<file path="src/rtl/acpi_seq_pkg.sv">
package acpi_seq_pkg;

  typedef enum logic [1:0] {
    PS_PEND = 2'd0,
    PS_ACT  = 2'd1,
    PS_S3   = 2'd2,
    PS_S45  = 2'd3
  } pstate_t;

  // Sleep state chosen when the entry interval expires.
  function automatic pstate_t sleep_target(input logic deep_n);
    return deep_n ? PS_S3 : PS_S45;
  endfunction

  // True on the last cycle of an interval of lim cycles.
  function automatic logic last_tick(input int unsigned cnt, input int unsigned lim);
    return cnt == lim - 1;
  endfunction

  // Sleep-path 5 V dual feed for a given state.
  function automatic logic dual5_on(input pstate_t st, input logic keep);
    return (st == PS_S3) || ((st == PS_S45) && keep);
  endfunction

endpackage

</file>
<file path="src/rtl/req_deglitch.sv">
module req_deglitch #(
  parameter int unsigned FILT_CYC = 100,
  parameter int unsigned SYNC_STG = 2
) (
  input  logic clk,
  input  logic por_n,
  input  logic raw_n,
  output logic filt_n
);
  import acpi_seq_pkg::*;

  localparam int unsigned CW = (FILT_CYC > 2) ? $clog2(FILT_CYC) : 1;

  logic [SYNC_STG-1:0] sync_q;
  logic [CW-1:0]       run_q;
  logic                sync_lvl;
  logic                differs;

  always_ff @(posedge clk or negedge por_n) begin
    if (!por_n) sync_q <= '1;
    else        sync_q <= {sync_q[SYNC_STG-2:0], raw_n};
  end

  assign sync_lvl = sync_q[SYNC_STG-1];
  assign differs  = sync_lvl != filt_n;

  always_ff @(posedge clk or negedge por_n) begin
    if (!por_n) begin
      filt_n <= 1'b1;
      run_q  <= '0;
    end else if (!differs) begin
      run_q  <= '0;
    end else if (last_tick(32'(run_q), FILT_CYC)) begin
      filt_n <= sync_lvl;
      run_q  <= '0;
    end else begin
      run_q  <= run_q + 1'b1;
    end
  end

  a_r1_follows_sync: assert property (@(posedge clk) disable iff (!por_n)
    !$stable(filt_n) |-> (filt_n == $past(sync_lvl)));

endmodule

</file>
<file path="src/rtl/ivl_timer.sv">
module ivl_timer #(
  parameter int unsigned LIMIT = 1000
) (
  input  logic clk,
  input  logic por_n,
  input  logic run,
  output logic done
);
  import acpi_seq_pkg::*;

  localparam int unsigned CW = (LIMIT > 2) ? $clog2(LIMIT) : 1;

  logic [CW-1:0] cnt_q;

  assign done = run && last_tick(32'(cnt_q), LIMIT);

  always_ff @(posedge clk or negedge por_n) begin
    if (!por_n)           cnt_q <= '0;
    else if (!run || done) cnt_q <= '0;
    else                  cnt_q <= cnt_q + 1'b1;
  end

  a_r3_count_in_range: assert property (@(posedge clk) disable iff (!por_n)
    32'(cnt_q) < LIMIT);

endmodule

</file>
<file path="src/rtl/state_core.sv">
module state_core (
  input  logic                    clk,
  input  logic                    por_n,
  input  logic                    s3f_n,
  input  logic                    s5f_n,
  input  logic                    main_pg,
  input  logic                    shdn_req,
  input  logic                    dual5_keep,
  input  logic                    entry_done,
  input  logic                    wake_done,
  output logic                    entry_run,
  output logic                    wake_run,
  output acpi_seq_pkg::pstate_t   st,
  output logic                    fault,
  output logic                    act_sw_en,
  output logic                    vid_en,
  output logic                    dual5_sb_en,
  output logic                    dual3_sb_en
);
  import acpi_seq_pkg::*;

  pstate_t st_q, st_d;
  logic    fault_q, fault_d;
  logic    forced_q, forced_d;
  logic    both_high;
  logic    main_loss;

  assign both_high = s3f_n && s5f_n;
  assign main_loss = (st_q == PS_ACT) && !main_pg;

  assign entry_run = !shdn_req && !s3f_n &&
                     ((st_q == PS_PEND) || ((st_q == PS_ACT) && main_pg));
  assign wake_run  = !shdn_req && (st_q == PS_PEND) && main_pg && both_high;

  always_comb begin
    st_d     = st_q;
    fault_d  = fault_q;
    forced_d = forced_q;
    if (shdn_req) begin
      st_d     = PS_PEND;
      fault_d  = 1'b0;
      forced_d = 1'b0;
    end else begin
      unique case (st_q)
        PS_PEND: begin
          if (entry_done)     st_d = sleep_target(s5f_n);
          else if (wake_done) st_d = PS_ACT;
        end
        PS_ACT: begin
          if (main_loss) begin
            st_d     = PS_S45;
            fault_d  = 1'b1;
            forced_d = 1'b1;
          end else if (entry_done) begin
            st_d = sleep_target(s5f_n);
          end
        end
        PS_S3: begin
          if (both_high) st_d = PS_PEND;
        end
        PS_S45: begin
          if (forced_q) begin
            if (main_pg) begin
              forced_d = 1'b0;
              fault_d  = 1'b0;
            end
          end else if (both_high) begin
            st_d = PS_PEND;
          end
        end
        default: st_d = PS_PEND;
      endcase
    end
  end

  always_ff @(posedge clk or negedge por_n) begin
    if (!por_n) begin
      st_q     <= PS_PEND;
      fault_q  <= 1'b0;
      forced_q <= 1'b0;
    end else begin
      st_q     <= st_d;
      fault_q  <= fault_d;
      forced_q <= forced_d;
    end
  end

  assign st          = st_q;
  assign fault       = fault_q;
  assign act_sw_en   = !shdn_req && (st_q == PS_ACT);
  assign vid_en      = !shdn_req && (st_q == PS_ACT);
  assign dual5_sb_en = !shdn_req && dual5_on(st_q, dual5_keep);
  assign dual3_sb_en = !shdn_req && (st_q != PS_ACT);

  a_r4_no_s3_to_s45: assert property (@(posedge clk) disable iff (!por_n)
    (st_q == PS_S3) |=> (st_q != PS_S45));

  a_r4_no_s45_to_s3: assert property (@(posedge clk) disable iff (!por_n)
    (st_q == PS_S45) |=> (st_q != PS_S3));

  a_r5_active_after_wake: assert property (@(posedge clk) disable iff (!por_n)
    $rose(st_q == PS_ACT) |-> $past(wake_done));

  a_r3_sleep_after_entry: assert property (@(posedge clk) disable iff (!por_n)
    ((st_q == PS_S3) || ((st_q == PS_S45) && !fault_q)) &&
    (($past(st_q) == PS_PEND) || ($past(st_q) == PS_ACT)) |-> $past(entry_done));

  a_r8_loss_forces_deep: assert property (@(posedge clk) disable iff (!por_n)
    (st_q == PS_ACT) && !main_pg && !shdn_req |=> (st_q == PS_S45) && fault_q);

  a_r8_fault_in_deep: assert property (@(posedge clk) disable iff (!por_n)
    fault_q |-> (st_q == PS_S45));

endmodule

</file>
<file path="src/rtl/acpi_sleep_seq.sv">
module acpi_sleep_seq #(
  parameter int unsigned FILT_CYC  = 100,
  parameter int unsigned ENTRY_CYC = 10000,
  parameter int unsigned WAKE_CYC  = 1250000
) (
  input  logic       clk,
  input  logic       por_n,
  input  logic       slp3_n,
  input  logic       slp5_n,
  input  logic       main_pg,
  input  logic       shdn_req,
  input  logic       dual5_keep,
  output logic       act_sw_en,
  output logic       vid_en,
  output logic       dual5_sb_en,
  output logic       dual3_sb_en,
  output logic [1:0] pwr_state,
  output logic       uv_fault
);
  import acpi_seq_pkg::*;

  localparam int unsigned NREQ = 2;

  logic [NREQ-1:0] raw_req;
  logic [NREQ-1:0] filt_req;
  logic            entry_run, entry_done;
  logic            wake_run, wake_done;
  pstate_t         st;

  assign raw_req = {slp5_n, slp3_n};

  for (genvar i = 0; i < NREQ; i++) begin : g_filt
    req_deglitch #(.FILT_CYC(FILT_CYC), .SYNC_STG(2)) u_flt (
      .clk    (clk),
      .por_n  (por_n),
      .raw_n  (raw_req[i]),
      .filt_n (filt_req[i])
    );
  end

  ivl_timer #(.LIMIT(ENTRY_CYC)) u_entry (
    .clk   (clk),
    .por_n (por_n),
    .run   (entry_run),
    .done  (entry_done)
  );

  ivl_timer #(.LIMIT(WAKE_CYC)) u_wake (
    .clk   (clk),
    .por_n (por_n),
    .run   (wake_run),
    .done  (wake_done)
  );

  state_core u_core (
    .clk         (clk),
    .por_n       (por_n),
    .s3f_n       (filt_req[0]),
    .s5f_n       (filt_req[1]),
    .main_pg     (main_pg),
    .shdn_req    (shdn_req),
    .dual5_keep  (dual5_keep),
    .entry_done  (entry_done),
    .wake_done   (wake_done),
    .entry_run   (entry_run),
    .wake_run    (wake_run),
    .st          (st),
    .fault       (uv_fault),
    .act_sw_en   (act_sw_en),
    .vid_en      (vid_en),
    .dual5_sb_en (dual5_sb_en),
    .dual3_sb_en (dual3_sb_en)
  );

  assign pwr_state = st;

endmodule

</file>
<file path="config.mk">
export PLATFORM = sky130hd
export DESIGN_NAME = acpi_sleep_seq
export DESIGN_NICKNAME = d
export VERILOG_FILES = /design/src/rtl/acpi_seq_pkg.sv /design/src/rtl/req_deglitch.sv /design/src/rtl/ivl_timer.sv /design/src/rtl/state_core.sv /design/src/rtl/acpi_sleep_seq.sv
export SDC_FILE = /design/constraint.sdc
export NUM_CORES = 1
export LEC_CHECK = 0
export ABC_CLOCK_PERIOD_IN_PS = 3500
export BUFFER_PORTS_ARGS = -buffer_cell sky130_fd_sc_hd__buf_2
export CORE_MARGIN = 2
export CORE_UTILIZATION = 30
export DETAILED_ROUTE_END_ITERATION = 8
export GPL_ROUTABILITY_DRIVEN = 0
export SETUP_SLACK_MARGIN = 0.05
export SYNTH_ARGS = -nofsm -noshare
export SYNTH_HDL_FRONTEND = slang
export SYNTH_SLANG_ARGS = --single-unit
export TNS_END_PERCENT = 1
</file>
<file path="constraint.sdc">
create_clock -name clk -period 3.5 [get_ports clk]
set_input_delay 0.525 -clock clk [delete_from_list [all_inputs] [get_ports clk]]
set_output_delay 0.525 -clock clk [all_outputs]
set_load 0.02 [all_outputs]
</file>
### Word level (Yosys, flattened, before mapping)

Index checks and enable logic that the tools add are counted.

* input port bits: 7
* word-level logic and storage cells: 85
* register bits after elaboration: 59
* output and inout port bits: 7

* reduce and logical (&&, ||, !) cells: 30
* add/sub/neg operators: 4
* eq/ne operators: 16
* multiplexer cells: 24

Operator list (count)
* $mux W7: 4
* $add A21 B1 Y21 const B: 1
* $eq A21 B21 Y1 const B: 1
* $mux W21: 1
* $add A14 B1 Y14 const B: 1
* $add A7 B1 Y7 const B: 2
* $eq A14 B14 Y1 const B: 1
* $eq A7 B7 Y1 const B: 2
* $logic_and A1 B1 Y1: 14
* $mux W14: 1
* $mux W2: 7
* $mux W1: 8
* $pmux W2 S4: 1
* $ne A3 B2 Y1 const B: 2
* $ne A3 B3 Y1 const B: 2
* $reduce_and A2 Y1: 3
* $logic_not A1 Y1: 5
* $eq A2 B2 Y1 const B: 2
* $logic_or A1 B1 Y1: 4
* $ne A4 B3 Y1 const B: 1
* $ne A4 B4 Y1 const B: 1
* $pmux W1 S2: 2
* $reduce_and A4 Y1: 1
* $reduce_and A3 Y1: 1
* other kinds (5): 6

### Depth between registers and ports, before layout

* depth in word-level cells: 9
* gate-level depth with buffers: 6

### Cells and area by module

A second synthesis with hierarchy kept.

* cells, all modules: 299
* area, all modules: 3039.2 µm²

Modules (own cells, without submodules)
* ivl_timer (u_wake): cells an instance 113, sequential area each 525.5 µm², area an instance 1116.1 µm², times used 1
* req_deglitch: cells an instance 39, sequential area each 254.0 µm², area an instance 451.7 µm², times used 2
* ivl_timer (u_entry): cells an instance 70, sequential area each 350.3 µm², area an instance 691.9 µm², times used 1
* state_core: cells an instance 38, sequential area each 100.1 µm², area an instance 327.8 µm², times used 1

### Least setup slack after synthesis

Ideal clock, no wire load.

* path type: reg-to-reg
* start point: reg u_wake.cnt_q[18]
* end point: reg u_core.st_q[0] (netlist: u_core.st[0])
* setup time: 0.125 ns
* stages on the path, launching flop included: 6
* slack: 1.478 ns
* required time: 3.375 ns
* data arrival time: 1.897 ns
* buffers on the path: 0
* cell sequence: dfrtp_1 -> or4b_1 -> or4_4 -> nor3_2 -> o32ai_1 -> mux2_2

* word-level cells in the longest chain between the ends: 4

Ends and longest elaborated chain
* from (decl): line ivl_timer.sv:13 `logic [CW-1:0] cnt_q;`
* from (signal assigned): line ivl_timer.sv:20 `else cnt_q <= cnt_q + 1'b1;`
* $eq A21 B21 Y1: line acpi_seq_pkg.sv:17 `return cnt == lim - 1;`
* $logic_and A1 B1 Y1: line ivl_timer.sv:15 `assign done = run && last_tick(32'(cnt_q), LIMIT);`
* $ne A4 B4 Y1 (no source line)
* $reduce_and A3 Y1 (no source line)
* to (signal assigned): line state_core.sv:82 `st_q <= st_d;`
* to (decl): line state_core.sv:22 `pstate_t st_q, st_d;`

No other way between the ends.
A chain may end at the register's enable or synchronous reset.

### Worst setup path after layout

Ends and elaborated chain as after synthesis.

==> impl_metrics.env <==
export IMPL_placed_cells=394
export IMPL_crit_fanout=3
export IMPL_rsz0062_at_grt="false"
export IMPL_cts_repair_resized=0
export IMPL_drt_iter0_drc=88
export IMPL_num_rows=35
export IMPL_syn_mean_instance_area_um2=10.10
export IMPL_grt_pass1_vias=2002
export IMPL_synth_top_area_share=0.4792
export IMPL_synth_edf_count=0
export IMPL_cpPeakStageDelay_ps=530
export IMPL_clk_insertion_delay_late_ps=340
export IMPL_post_cts_buffers=0
export IMPL_synth_commonest_cells="nor2_1, dfrtp_1, xor2_1, nand3_1, nand2_1"
export IMPL_worstPathCellList="or4b_1 -> or4_4 -> nor3_2 -> o32ai_1 -> mux2_2"
export IMPL_tritoncts="built"
export IMPL_crit_type="reg -> reg"
export IMPL_slew_headroom=0.4395
export IMPL_holdBufCountCts=0
export IMPL_p_sw_frac=0.2699
export IMPL_clock_skew_ps=8.098
export IMPL_hold_viol_final=0
export IMPL_hpwl_mm=3.446
export IMPL_cp_num_buf_inv=0
export IMPL_ys_async_sr_fraction=1.000
export IMPL_cpMaxStageDelayCell="or4_4"
export IMPL_vias=1934
export IMPL_fin_cells=410
export IMPL_viasPerCell=4.717
export IMPL_crit_family="simple AND/OR/NAND/NOR gates"
export IMPL_outcome="finished, final reports clean"
export IMPL_max_cap_viol_count=0
export IMPL_start_kind="register"
export IMPL_syn_to_final_growth_pct=13.70
export IMPL_synth_area_leader_cell="dfrtp_1"
export IMPL_fmax_mhz=477.1
export IMPL_antenna_cells=0
export IMPL_ir_drop_uv=180.5
export IMPL_drc=0
export IMPL_switching_power_mw=0.4196
export IMPL_r2r_start="u_wake.cnt_q[18]"
export IMPL_dp_slack_ps=1411
export IMPL_fill_cells=921
export IMPL_p_total_mw=1.555
export IMPL_synthCells=274
export IMPL_min_from="slp5_n"
export IMPL_ys_seq_area_frac=0.5362
export IMPL_clk_pin_slew_ps=60
export IMPL_wire_per_inst_um=11.96
export IMPL_portBuffers=13
export IMPL_cts_sinks=59
export IMPL_cts_root_buffer_cell="clkbuf_8"
export IMPL_drv_slew=0
export IMPL_initial_utilization=0.3038
export IMPL_grt_pass1_wl_mm=8.894
export IMPL_cts_buffers=9
export IMPL_finalWorstSetupSlack_ps=1404
export IMPL_synth_cell_area_um2=2768
export IMPL_yosysMostFrequentCell="nor2_1"
export IMPL_cts_htree_levels=3
export IMPL_fin_crit_ps=2096
export IMPL_cp_data_arrival_time_ps=2310
export IMPL_seq_power_share=0.492
export IMPL_chipHeight_um=100.1
export IMPL_ys_dominant_reg_cell="dfrtp_1"
export IMPL_total_leakage_power_nw=1.345
export IMPL_p_int_mw=1.135
export IMPL_die_area_um2=10010
export IMPL_combPwrFrac=0.127
export IMPL_synth_warnings=0
export IMPL_antenna_found_initial=0
export IMPL_ios=14
export IMPL_cp_required_ps=3720
export IMPL_dieWidth_um=100.1
export IMPL_nNetsFinal=305
export IMPL_critPathLaunch="u_wake.cnt_q[18]"
export IMPL_setup_violations=0
export IMPL_tightest_slew_ps=840.7
export IMPL_drt_first_pass_iters=4
export IMPL_core_um2=9109
export IMPL_hp_class="in -> reg"
export IMPL_crit_path_end_kind="register"
export IMPL_power_frac_clock=0.382
export IMPL_routed_wl_mm=4.902
export IMPL_layout_drive_gt1_share=0.1371
export IMPL_fin_tns_setup_ps=0
export IMPL_overflow=0
export IMPL_grt_util_all_layers=0.1138
export IMPL_clk_path_buf_depth=2
export IMPL_layout_worst_path_cycle_share=0.5989
export IMPL_ys_types=37
export IMPL_synthTopCellsByArea="dfrtp_1, xor2_1, nor2_1, dfstp_2, xnor2_1"
export IMPL_yosys_register_bits=59
export IMPL_postRouteAntennaNets=0
export IMPL_power_density_nw_per_um2=494.2
export IMPL_grt_max_degree=40
export IMPL_syn_nets=285
==> logic make-up after synthesis <==
| kind of cell | share of synthesized area |
|---|---|
| adder cells (fa/ha/maj) | 0.01808 |
| AO/OA/AOI/OAI | 0.02306 |
| AND/OR/NAND/NOR | 0.2586 |
| buffers and inverters | 0.01582 |
| multiplexers | 0.01221 |
| XOR/XNOR | 0.1361 |
| flip-flops | 0.5362 |
==> worst reg2reg max path, cell delays in order (launching register included) <==
cell     delay [ps]
dfrtp_1         390
or4b_1          520
or4_4           530
nor3_2          150
o32ai_1         110
mux2_2          280
==> power by group through the flow <==
stage	clock network (mW)	registers (mW)	logic, mW
after floorplan	0	0.773	0.133
after global placement	0	0.775	0.203
after detailed placement	0	0.777	0.202
after CTS	0.618	0.765	0.204
after global routing	0.658	0.772	0.226
final	0.593	0.765	0.197
==> worst paths after layout <==
kind	cells after the start	to	slack [ps]
max	5	u_core.st[0]	1400
min	1	g_filt[1].u_flt.sync_q[0]	290
max reg2reg	5	u_core.st[0]	1400
min reg2reg	0	g_filt[0].u_flt.sync_q[1]	350
max in group asynchronous	2	u_entry.cnt_q[9]	2420
min in group asynchronous	1	g_filt[1].u_flt.run_q[3]	300
==> area by class of cell <==
cell class	instances	area, µm²	area share
clock inverter	3	40.04	0.01272
clock buffer	13	148.9	0.04732
timing repair buffer	15	80.08	0.02545
tap	111	138.9	0.04414
sequential	59	1484	0.4716
inverter	4	15.01	0.004771
multi-input combinational	205	1240	0.3940
==> through the flow <==
step	utilization	cell area (µm²)	hold WS (ps)
final	0.3455	3147	288.5
after global routing	0.3455	3147	259.6
after CTS	0.3455	3147	268.4
after detailed placement	0.3247	2958	347.2
after global placement	0.3247	2958	347.6
after floorplan	-	2768	229.4
==> flip-flops by register name, summed over array words and instances, names as in the netlist <==
register,count
g_filt.u_flt.filt_n,2
u_core.forced_q,1
u_entry.cnt_q,14
g_filt.u_flt.run_q,14
u_core.st,2
u_wake.cnt_q,21
u_core.fault,1
g_filt.u_flt.sync_q,4
==> layer usage <==
layer	vias up	share of wire	GRT usage	routed length, µm
li1	963	-	-	-
met1	936	0.47	0.1366	2314
met2	25	0.47	0.1835	2315
met3	10	0.039	0.04457	189
met4	0	0.017	0.04636	83
met5	-	0	0	0
==> cell usage in the layout (no fill, tap or decap), types with 2 or more instances in the layout <==
cell and count:
nand2_1 20, xor2_1 26, mux2_2 3, clkbuf_1 3, xnor2_1 17, nand3_1 22
and4_1 2, a21oi_1 5, and3_1 9, nor3_1 4, dfstp_2 6, nor4_1 2
nand2b_1 2, clkinv_2 2, nor2b_1 2, nor2_1 59, buf_2 13, inv_1 4
dfrtp_1 53, clkbuf_8 10, and2_1 3, nand4_1 6, nor4b_1 5, ha_1 4
buf_4 2
Note: power is estimated with default switching activity, not from simulation.
